[src/rtl/elog_pkg.sv]
package elog_pkg;
  localparam int REG_W  = 16;
  localparam int ADDR_W = 2;
  localparam int BIT_TDONE = 7;
  localparam int BIT_WERR  = 6;

  typedef logic [REG_W-1:0] reg_t;

  localparam reg_t IMPL_BITS = (reg_t'(1) << BIT_TDONE) | (reg_t'(1) << BIT_WERR);

  localparam logic [ADDR_W-1:0] A_FIRST = 2'd0;
  localparam logic [ADDR_W-1:0] A_NEXT  = 2'd1;
  localparam logic [ADDR_W-1:0] A_MASK  = 2'd2;
endpackage

[src/rtl/elog_src_qual.sv]
module elog_src_qual #(
  parameter int W      = 16,
  parameter int TD_BIT = 7,
  parameter int WE_BIT = 6
) (
  input  logic         enable,
  input  logic         evt_test_done,
  input  logic         evt_wr_err,
  input  logic         evt_wr_inj,
  input  logic [W-1:0] mask,
  output logic [W-1:0] ev
);
  always_comb begin
    ev = '0;
    ev[TD_BIT] = evt_test_done;
    ev[WE_BIT] = evt_wr_err & ~evt_wr_inj;
    ev = ev & ~mask;
    if (!enable) ev = '0;
  end
endmodule

[src/rtl/elog_w1c_reg.sv]
module elog_w1c_reg #(
  parameter int          W    = 16,
  parameter logic [W-1:0] IMPL = '1
) (
  input  logic         clk,
  input  logic         por_rst,
  input  logic [W-1:0] set,
  input  logic [W-1:0] clr,
  output logic [W-1:0] q
);
  // hardware set dominates a same-cycle software clear
  always_ff @(posedge clk) begin
    if (por_rst) q <= '0;
    else         q <= ((q & ~clr) | set) & IMPL;
  end
endmodule

[src/rtl/elog_unit.sv]
module elog_unit
  import elog_pkg::*;
#(
  parameter int RW = REG_W,
  parameter int AW = ADDR_W
) (
  input  logic          clk,
  input  logic          por_rst,
  input  logic          warm_rst,
  input  logic          evt_test_done,
  input  logic          evt_wr_err,
  input  logic          evt_wr_inj,
  input  logic [AW-1:0] reg_addr,
  input  logic          reg_wen,
  input  logic [RW-1:0] reg_wdata,
  output logic [RW-1:0] reg_rdata,
  output logic          nf_err
);
  localparam int NREG = 2;
  localparam logic [RW-1:0] IMPL = RW'(IMPL_BITS);

  logic          active;
  logic          wr_ok;
  logic [RW-1:0] ev;
  logic [RW-1:0] mask_q;
  logic [RW-1:0] first_q;
  logic [RW-1:0] next_q;
  logic          first_busy;
  logic          nf_q;

  logic [RW-1:0] set_v [NREG];
  logic [RW-1:0] clr_v [NREG];
  logic [RW-1:0] q_v   [NREG];

  assign active = ~warm_rst;
  assign wr_ok  = reg_wen & active;

  elog_src_qual #(.W(RW), .TD_BIT(BIT_TDONE), .WE_BIT(BIT_WERR)) u_qual (
    .enable        (active),
    .evt_test_done (evt_test_done),
    .evt_wr_err    (evt_wr_err),
    .evt_wr_inj    (evt_wr_inj),
    .mask          (mask_q),
    .ev            (ev)
  );

  assign first_busy = |first_q;

  // index 0: first-capture, index 1: accumulate
  assign set_v[0] = first_busy ? '0 : ev;
  assign set_v[1] = first_busy ? ev : '0;
  assign clr_v[0] = (wr_ok && reg_addr == AW'(A_FIRST)) ? reg_wdata : '0;
  assign clr_v[1] = (wr_ok && reg_addr == AW'(A_NEXT))  ? reg_wdata : '0;

  for (genvar g = 0; g < NREG; g++) begin : g_log
    elog_w1c_reg #(.W(RW), .IMPL(IMPL)) u_reg (
      .clk     (clk),
      .por_rst (por_rst),
      .set     (set_v[g]),
      .clr     (clr_v[g]),
      .q       (q_v[g])
    );
  end

  assign first_q = q_v[0];
  assign next_q  = q_v[1];

  always_ff @(posedge clk) begin
    if (por_rst || warm_rst)                     mask_q <= '0;
    else if (wr_ok && reg_addr == AW'(A_MASK))   mask_q <= reg_wdata & IMPL;
  end

  always_ff @(posedge clk) begin
    if (por_rst || warm_rst) nf_q <= 1'b0;
    else                     nf_q <= |ev;
  end

  assign nf_err = nf_q;

  always_comb begin
    unique case (reg_addr)
      AW'(A_FIRST): reg_rdata = first_q;
      AW'(A_NEXT):  reg_rdata = next_q;
      AW'(A_MASK):  reg_rdata = mask_q;
      default:      reg_rdata = '0;
    endcase
  end
endmodule

[config.mk]
export PLATFORM = sky130hd
export DESIGN_NAME = elog_unit
export DESIGN_NICKNAME = d
export VERILOG_FILES = /design/src/rtl/elog_pkg.sv /design/src/rtl/elog_src_qual.sv /design/src/rtl/elog_w1c_reg.sv /design/src/rtl/elog_unit.sv
export SDC_FILE = /design/constraint.sdc
export NUM_CORES = 1
export LEC_CHECK = 0
export CORE_UTILIZATION = 25
export DETAILED_ROUTE_END_ITERATION = 8
export PLACE_DENSITY = 0.71
export SLEW_MARGIN = 15
export SYNTH_ARGS = -nofsm -noshare
export SYNTH_HDL_FRONTEND = slang
export SYNTH_SLANG_ARGS = --single-unit
[constraint.sdc]
create_clock -name clk -period 1.4 [get_ports clk]
set_input_delay 0.21 -clock clk [delete_from_list [all_inputs] [get_ports clk]]
set_output_delay 0.21 -clock clk [all_outputs]
set_load 0.005 [all_outputs]
==> results of run 1 <==
[layout make-up]
cell class	instances	area, sq um
Clock buffer	4	26.28
Fill cell	191	1099
Tap cell	25	31.28
Multi-Input combinational cell	42	280.3
Timing Repair Buffer	19	175.2
Sequential cell	7	141.4
Inverter	3	11.26
[cells in the final DEF, fill, tap and decap left out, types with 3 or more instances in the layout]
master           Yosys  final
conb_1               1     14
clkdlybuf4s50_1      0      9
dfxtp_1              7      6
buf_4               14      6
mux2i_1              4      4
inv_1                3      3
a21oi_1              3      3
nor3_1               3      3
clkbuf_4             0      3
[repair_timing]
item                       in CTS  in global routing
gates cloned                    0                  0
gates resized for setup         9                  4
hold buffers                    0                  0
setup endpoints to repair       2                  2
[layer usage]
metal | routed length (microns) | vias up | share of wire, % | GRT usage, %
met4 | 18 | 0 | 1.7 | 3.529
met2 | 551 | 17 | 51 | 22.25
met1 | 412 | 188 | 38 | 11.35
met5 | 0 | - | 0 | 0
li1 | - | 206 | - | -
met3 | 96 | 2 | 8.9 | 8.627
[flip-flops by register name, summed over array words and instances (netlist names)]
| signal | flops |
|---|---|
| mask_q | 2 |
| g_log.u_reg.q | 4 |
| nf_err | 1 |
[worst paths after layout]
check	from	to	cells after the start
max reg2reg	mask_q[6]	g_log[0].u_reg.q[6]	4
min	reg_addr[0]	g_log[1].u_reg.q[6]	3
max	g_log[0].u_reg.q[7]	reg_rdata[7]	3
min reg2reg	g_log[0].u_reg.q[6]	g_log[0].u_reg.q[6]	1
[per-stage QoR]
stage | area [sq um] | cells
after global routing | 665.6 | 100
after detailed placement | 630.6 | 96
after CTS | 665.6 | 100
after floorplan | 534.3 | 67
final | 665.6 | 100
after global placement | 630.6 | 96
[worst register-to-register path, delay by kind of cell, from the launching register on]
kind / cells / cell delay (ps)
compound gates: 2 / 320
buf+inv: 1 / 140
flops: 1 / 310
simple gates: 1 / 340
[kinds of logic after synthesis]
group / share of synthesized area, %
buffers and inverters: 25.00
DFF: 28.87
muxes: 8.248
AOI/OAI and AO/OA: 13.40
other: 0.7725
and+or+nand+nor: 23.71
[power groups by stage]
stage	clock [mW]	combinational, mW	sequential (mW)
after CTS	0.186	0.105	0.214
after floorplan	0	0.0716	0.216
after global routing	0.203	0.118	0.215
after detailed placement	0	0.104	0.218
after global placement	0	0.101	0.218
final	0.182	0.106	0.214
==> flow_metrics.py, run 1 <==
metrics = {
    "route": {
        "postRouteAntennaNets": 0,
        "dr.pass1.iters": 4,
        "wl_per_cell_microns": 10.78,
        "drc_errors": 0,
        "vias_per_cell": 4.130,
        "routed_wl_microns": 1078,
        "drt-initial-drc-count": 5,
        "num_vias": 413,
    },
    "min_path": {
        "min_path_type": "in -> reg",
    },
    "global_routing": {
        "antenna_found_initial": 0,
        "grt_max_degree": 9,
        "grt_pass1_wl_microns": 1780,
        "groute.usage.overall_pct": 12.52,
        "grt_pass1_vias": 429,
        "grt-ovfl-total": 0,
    },
    "clock_network": {
        "post_cts_buffers": 0,
        "path_clk_slew_ps": 50,
        "cts_tree": "done",
        "clockBufferDepth": 2,
        "htreeDepth": 1,
        "cts.sinks": 7,
        "cts_root_buffer": "clkbuf_4",
        "cts_buffers": 3,
        "clk_latency_ps": 250,
    },
    "cells_and_area": {
        "drive_above_1_share_pct": 24.00,
        "fin_util_pct": 37.73,
        "antenna_cells": 0,
        "nNetsFinal": 101,
        "syn2layout_area_growth_pct": 37.11,
    },
    "sta": {
        "rsz0062_at_grt": "no",
        "finalSetupTns_ps": 0,
        "setup_viol": 0,
        "slew_violations": 0,
        "setup_slack_ps": 80.35,
        "clock.fmax_mhz": 757.8,
        "hold_violations": 0,
        "timing.hold.ws_ps": 448.5,
        "fin_crit_sh_pct": 94.26,
        "period_needed_ps": 1320,
        "clock_skew_ps": 6.676,
    },
    "die": {
        "dieHeight_microns": 46.07,
        "ios": 42,
        "rows": 15,
        "die-area_sq_um": 2122,
        "design.core.area_sq_um": 1764,
        "start_util_pct": 27.52,
        "die_w_microns": 46.07,
    },
    "place": {
        "io_buffers": 13,
        "place_hpwl_microns": 840.1,
        "gp_congestion": 0.7922,
        "dp_worst_setup_slack_ps": -459.3,
    },
    "logic_synthesis": {
        "synth_most_common_cell": "buf_4",
        "synth_area_sq_um": 485.5,
        "ys_dominant_reg_cell": "dfxtp_1",
        "synth-async-reset-ratio_pct": 0,
        "synth_top_cells_by_count": "14 x buf_4, 7 x dfxtp_1, 4 x mux2i_1",
        "synth_top_cell_area_share_pct": 28.87,
        "synth_edf_count": 0,
        "syn_avg_cell_area_sq_um": 8.990,
        "ys_types": 21,
        "yosysWarnings": 0,
        "synth-seq-cells": 7,
        "yosys-top-cells-area": "dfxtp_1 29%, buf_4 22%, mux2i_1 8.2%, nor4b_4 4.9%, a32o_1 4.1%",
        "synth_area_leader_cell": "dfxtp_1",
        "seq_area_frac_synth_pct": 28.87,
        "syn_inst": 54,
    },
    "critical_path": {
        "cp.arrival_ps": 1110,
        "cp_slowest_cell": "dfxtp_1",
        "worstPathCellList": "mux2i_1, o21ai_0, clkdlybuf4s15_2",
        "worst-path-max-fanout": 4,
        "worst-endpoint-required_ps": 1190,
        "end_kind": "output pin",
        "setup.worst_path.start_class": "flop",
        "cp_num_buf_inv": 1,
        "crit_type": "reg -> out",
        "crit_family": "flip-flops",
        "reg2reg_slack_ps": 200,
        "cp_slowest_stage_delay_ps": 390,
    },
    "power_and_ir_drop": {
        "internal-power_uw": 373.5,
        "clock_power_share_pct": 36.2,
        "power.switching_uw": 128.6,
        "irDropWorstVdd_v": 0.0003705,
        "switching_share_pct": 25.61,
        "total_leakage_power_nw": 0.2969,
        "p_per_area_nw_per_um2": 754.3,
        "combinationalPowerShare_pct": 21.1,
        "p_total_uw": 502.1,
        "pwr-share-seq_pct": 42.7,
    },
    "outcome": {
        "status": "finished clean",
    },
    "flow_run": {
        "maxCapViolations": 0,
    },
}
No activity file was read; power rests on OpenSTA's default activity.
==> run 2, diff against run 1 <==
--- a/config.mk
+++ b/config.mk
@@ -6,6 +6,7 @@
 export NUM_CORES = 1
 export LEC_CHECK = 0
 export CORE_UTILIZATION = 25
+export CTS_CLUSTER_SIZE = 40
 export DETAILED_ROUTE_END_ITERATION = 8
 export PLACE_DENSITY = 0.71
 export SLEW_MARGIN = 15
==> results of run 2 <==
Final layout, timing and power as in run 1 (identical DEF).
==> run 3, diff against run 2 <==
==> constraint.sdc (replaced) <==
create_clock -name clk -period 1.4 [get_ports clk]
set_input_delay 0.21 -clock clk [delete_from_list [all_inputs] [get_ports clk]]
set_output_delay 0.21 -clock clk [all_outputs]
set_load 0.05 [all_outputs]
==> flow_metrics.py, run 3 (synthesis results as in run 1) <==
metrics = {
    "outcome": {
        "status": "finished clean",
    },
    "min_path": {
        "min_path_type": "reg -> reg",
    },
    "route": {
        "vias_per_cell": 4.130,
        "drc_errors": 0,
        "drt-initial-drc-count": 9,
        "postRouteAntennaNets": 0,
        "wl_per_cell_microns": 10.08,
        "num_vias": 413,
        "routed_wl_microns": 1008,
        "dr.pass1.iters": 3,
    },
    "cells_and_area": {
        "fill_cells": 194,
        "final_common_cell": "conb_1",
        "top_register": "g_log.u_reg.q",
        "layout_common_cells": "14 x conb_1, 8 x clkdlybuf4s50_1, 7 x dfxtp_1, 6 x buf_4, 4 x mux2i_1",
        "nNetsFinal": 101,
        "largest_reg_flops": 4,
        "fin_util_pct": 39.93,
        "drive_above_1_share_pct": 25.33,
        "antenna_cells": 0,
        "syn2layout_area_growth_pct": 45.10,
    },
    "power_and_ir_drop": {
        "p_per_area_nw_per_um2": 852.5,
        "p_total_uw": 600.6,
        "internal-power_uw": 383.4,
        "pwr-share-seq_pct": 35.6,
        "irDropWorstVdd_v": 0.0002846,
        "clock_power_share_pct": 30.7,
        "combinationalPowerShare_pct": 33.7,
        "total_leakage_power_nw": 0.3137,
        "switching_share_pct": 36.16,
        "power.switching_uw": 217.2,
    },
    "place": {
        "gp_congestion": 0.7450,
        "place_hpwl_microns": 804.3,
        "io_buffers": 13,
        "dp_worst_setup_slack_ps": -154.1,
    },
    "global_routing": {
        "grt_pass1_vias": 432,
        "grt_max_degree": 8,
        "grt-ovfl-total": 0,
        "groute.usage.overall_pct": 10.98,
        "antenna_found_initial": 0,
        "grt_pass1_wl_microns": 1593,
    },
    "critical_path": {
        "regToRegStartpoint": "mask_q[6]",
        "end_kind": "output pin",
        "cp.arrival_ps": 1100,
        "worst-path-max-fanout": 7,
        "crit_start": "reg_addr[0]",
        "reg2reg_depth": 3,
        "setup.worst_path.start_class": "input port",
        "reg2reg_slack_ps": 340,
        "cp-endpoint": "reg_rdata[7]",
        "worst-endpoint-required_ps": 1190,
        "worstReg2RegEnd": "g_log[0].u_reg.q[6]",
        "crit_type": "in -> out",
    },
    "sta": {
        "period_needed_ps": 1308,
        "setup_slack_ps": 91.58,
        "clock.fmax_mhz": 764.3,
        "clock_skew_ps": 11.50,
        "finalSetupTns_ps": 0,
        "setup_viol": 0,
        "rsz0062_at_grt": "no",
        "slew_violations": 0,
        "fin_crit_sh_pct": 93.46,
        "hold_violations": 0,
    },
    "die": {
        "start_util_pct": 27.52,
        "rows": 15,
        "design.core.area_sq_um": 1764,
        "die-area_sq_um": 2122,
        "ios": 42,
        "dieHeight_microns": 46.07,
        "die_w_microns": 46.07,
    },
    "clock_network": {
        "clockBufferDepth": 2,
        "cts_root_buffer": "clkbuf_4",
        "path_clk_slew_ps": 50,
        "clk_latency_ps": 250,
        "cts.sinks": 7,
        "cts_buffers": 3,
        "cts_tree": "done",
        "cts_hold_buf": 0,
        "htreeDepth": 1,
    },
    "flow_run": {
        "maxCapViolations": 0,
    },
}
-- run 3: worst min-delay path by stage --
stage | startpoint | endpoint | slack (ps) | depth (start not counted)
4_1_cts | g_log[0].u_reg.q[7] | g_log[0].u_reg.q[7] | 500 | 1
2_1_floorplan | por_rst | g_log[0].u_reg.q[6] | 270 | 1
6_report | g_log[0].u_reg.q[7] | g_log[0].u_reg.q[7] | 490 | 1
3_3_place_gp | g_log[0].u_reg.q[7] | g_log[0].u_reg.q[7] | 480 | 1
3_5_place_dp | g_log[0].u_reg.q[7] | g_log[0].u_reg.q[7] | 490 | 1
5_1_grt | g_log[0].u_reg.q[7] | g_log[0].u_reg.q[7] | 530 | 1
-- run 3: worst max-delay path: stages --
cell	delay (ps)
clkdlybuf4s15_1	350
mux2i_1	280
o21ai_2	100
buf_12	150
-- run 3: routing by layer --
layer | share of wire (%) | track usage (%) | up-vias
li1 | - | - | 208
met1 | 42 | 10.38 | 189
met2 | 51 | 18.87 | 16
met3 | 6.4 | 5.098 | 0
met4 | 0 | 7.059 | 0
met5 | 0 | 0 | -
-- run 3: through the flow --
step / instances / hold WS, ps / instance area [sq um]
6_report: 100 / 494.1 / 704.4
3_5_place_dp: 96 / 485.9 / 660.6
3_3_place_gp: 96 / 483.0 / 660.6
5_1_grt: 100 / 532.5 / 704.4
2_1_floorplan: 67 / 274.6 / 534.3
4_1_cts: 100 / 495.7 / 695.7
-- run 3: layout make-up --
type / instances / area [sq um] / share of cell area (%)
Clock buffer: 4 / 26.28 / 3.730
Sequential cell: 7 / 140.1 / 19.89
Tap cell: 25 / 31.28 / 4.440
Inverter: 3 / 11.26 / 1.599
Multi-Input combinational cell: 42 / 287.8 / 40.85
Timing Repair Buffer: 19 / 207.7 / 29.48
-- run 3: power by group through the flow --
stage | Sequential [mW] | Clock (mW) | Combinational (mW)
final | 0.214 | 0.184 | 0.202
after global routing | 0.215 | 0.206 | 0.212
after CTS | 0.214 | 0.197 | 0.200
after detailed placement | 0.218 | 0 | 0.198
after global placement | 0.218 | 0 | 0.196
after floorplan | 0.220 | 0 | 0.155
-- run 3: timing repair --
action,4_1_cts,5_1_grt
setup buffers,0,0
endpoints found under the hold margin,0,0
resized for setup,4,3
endpoints found under the setup margin,2,2
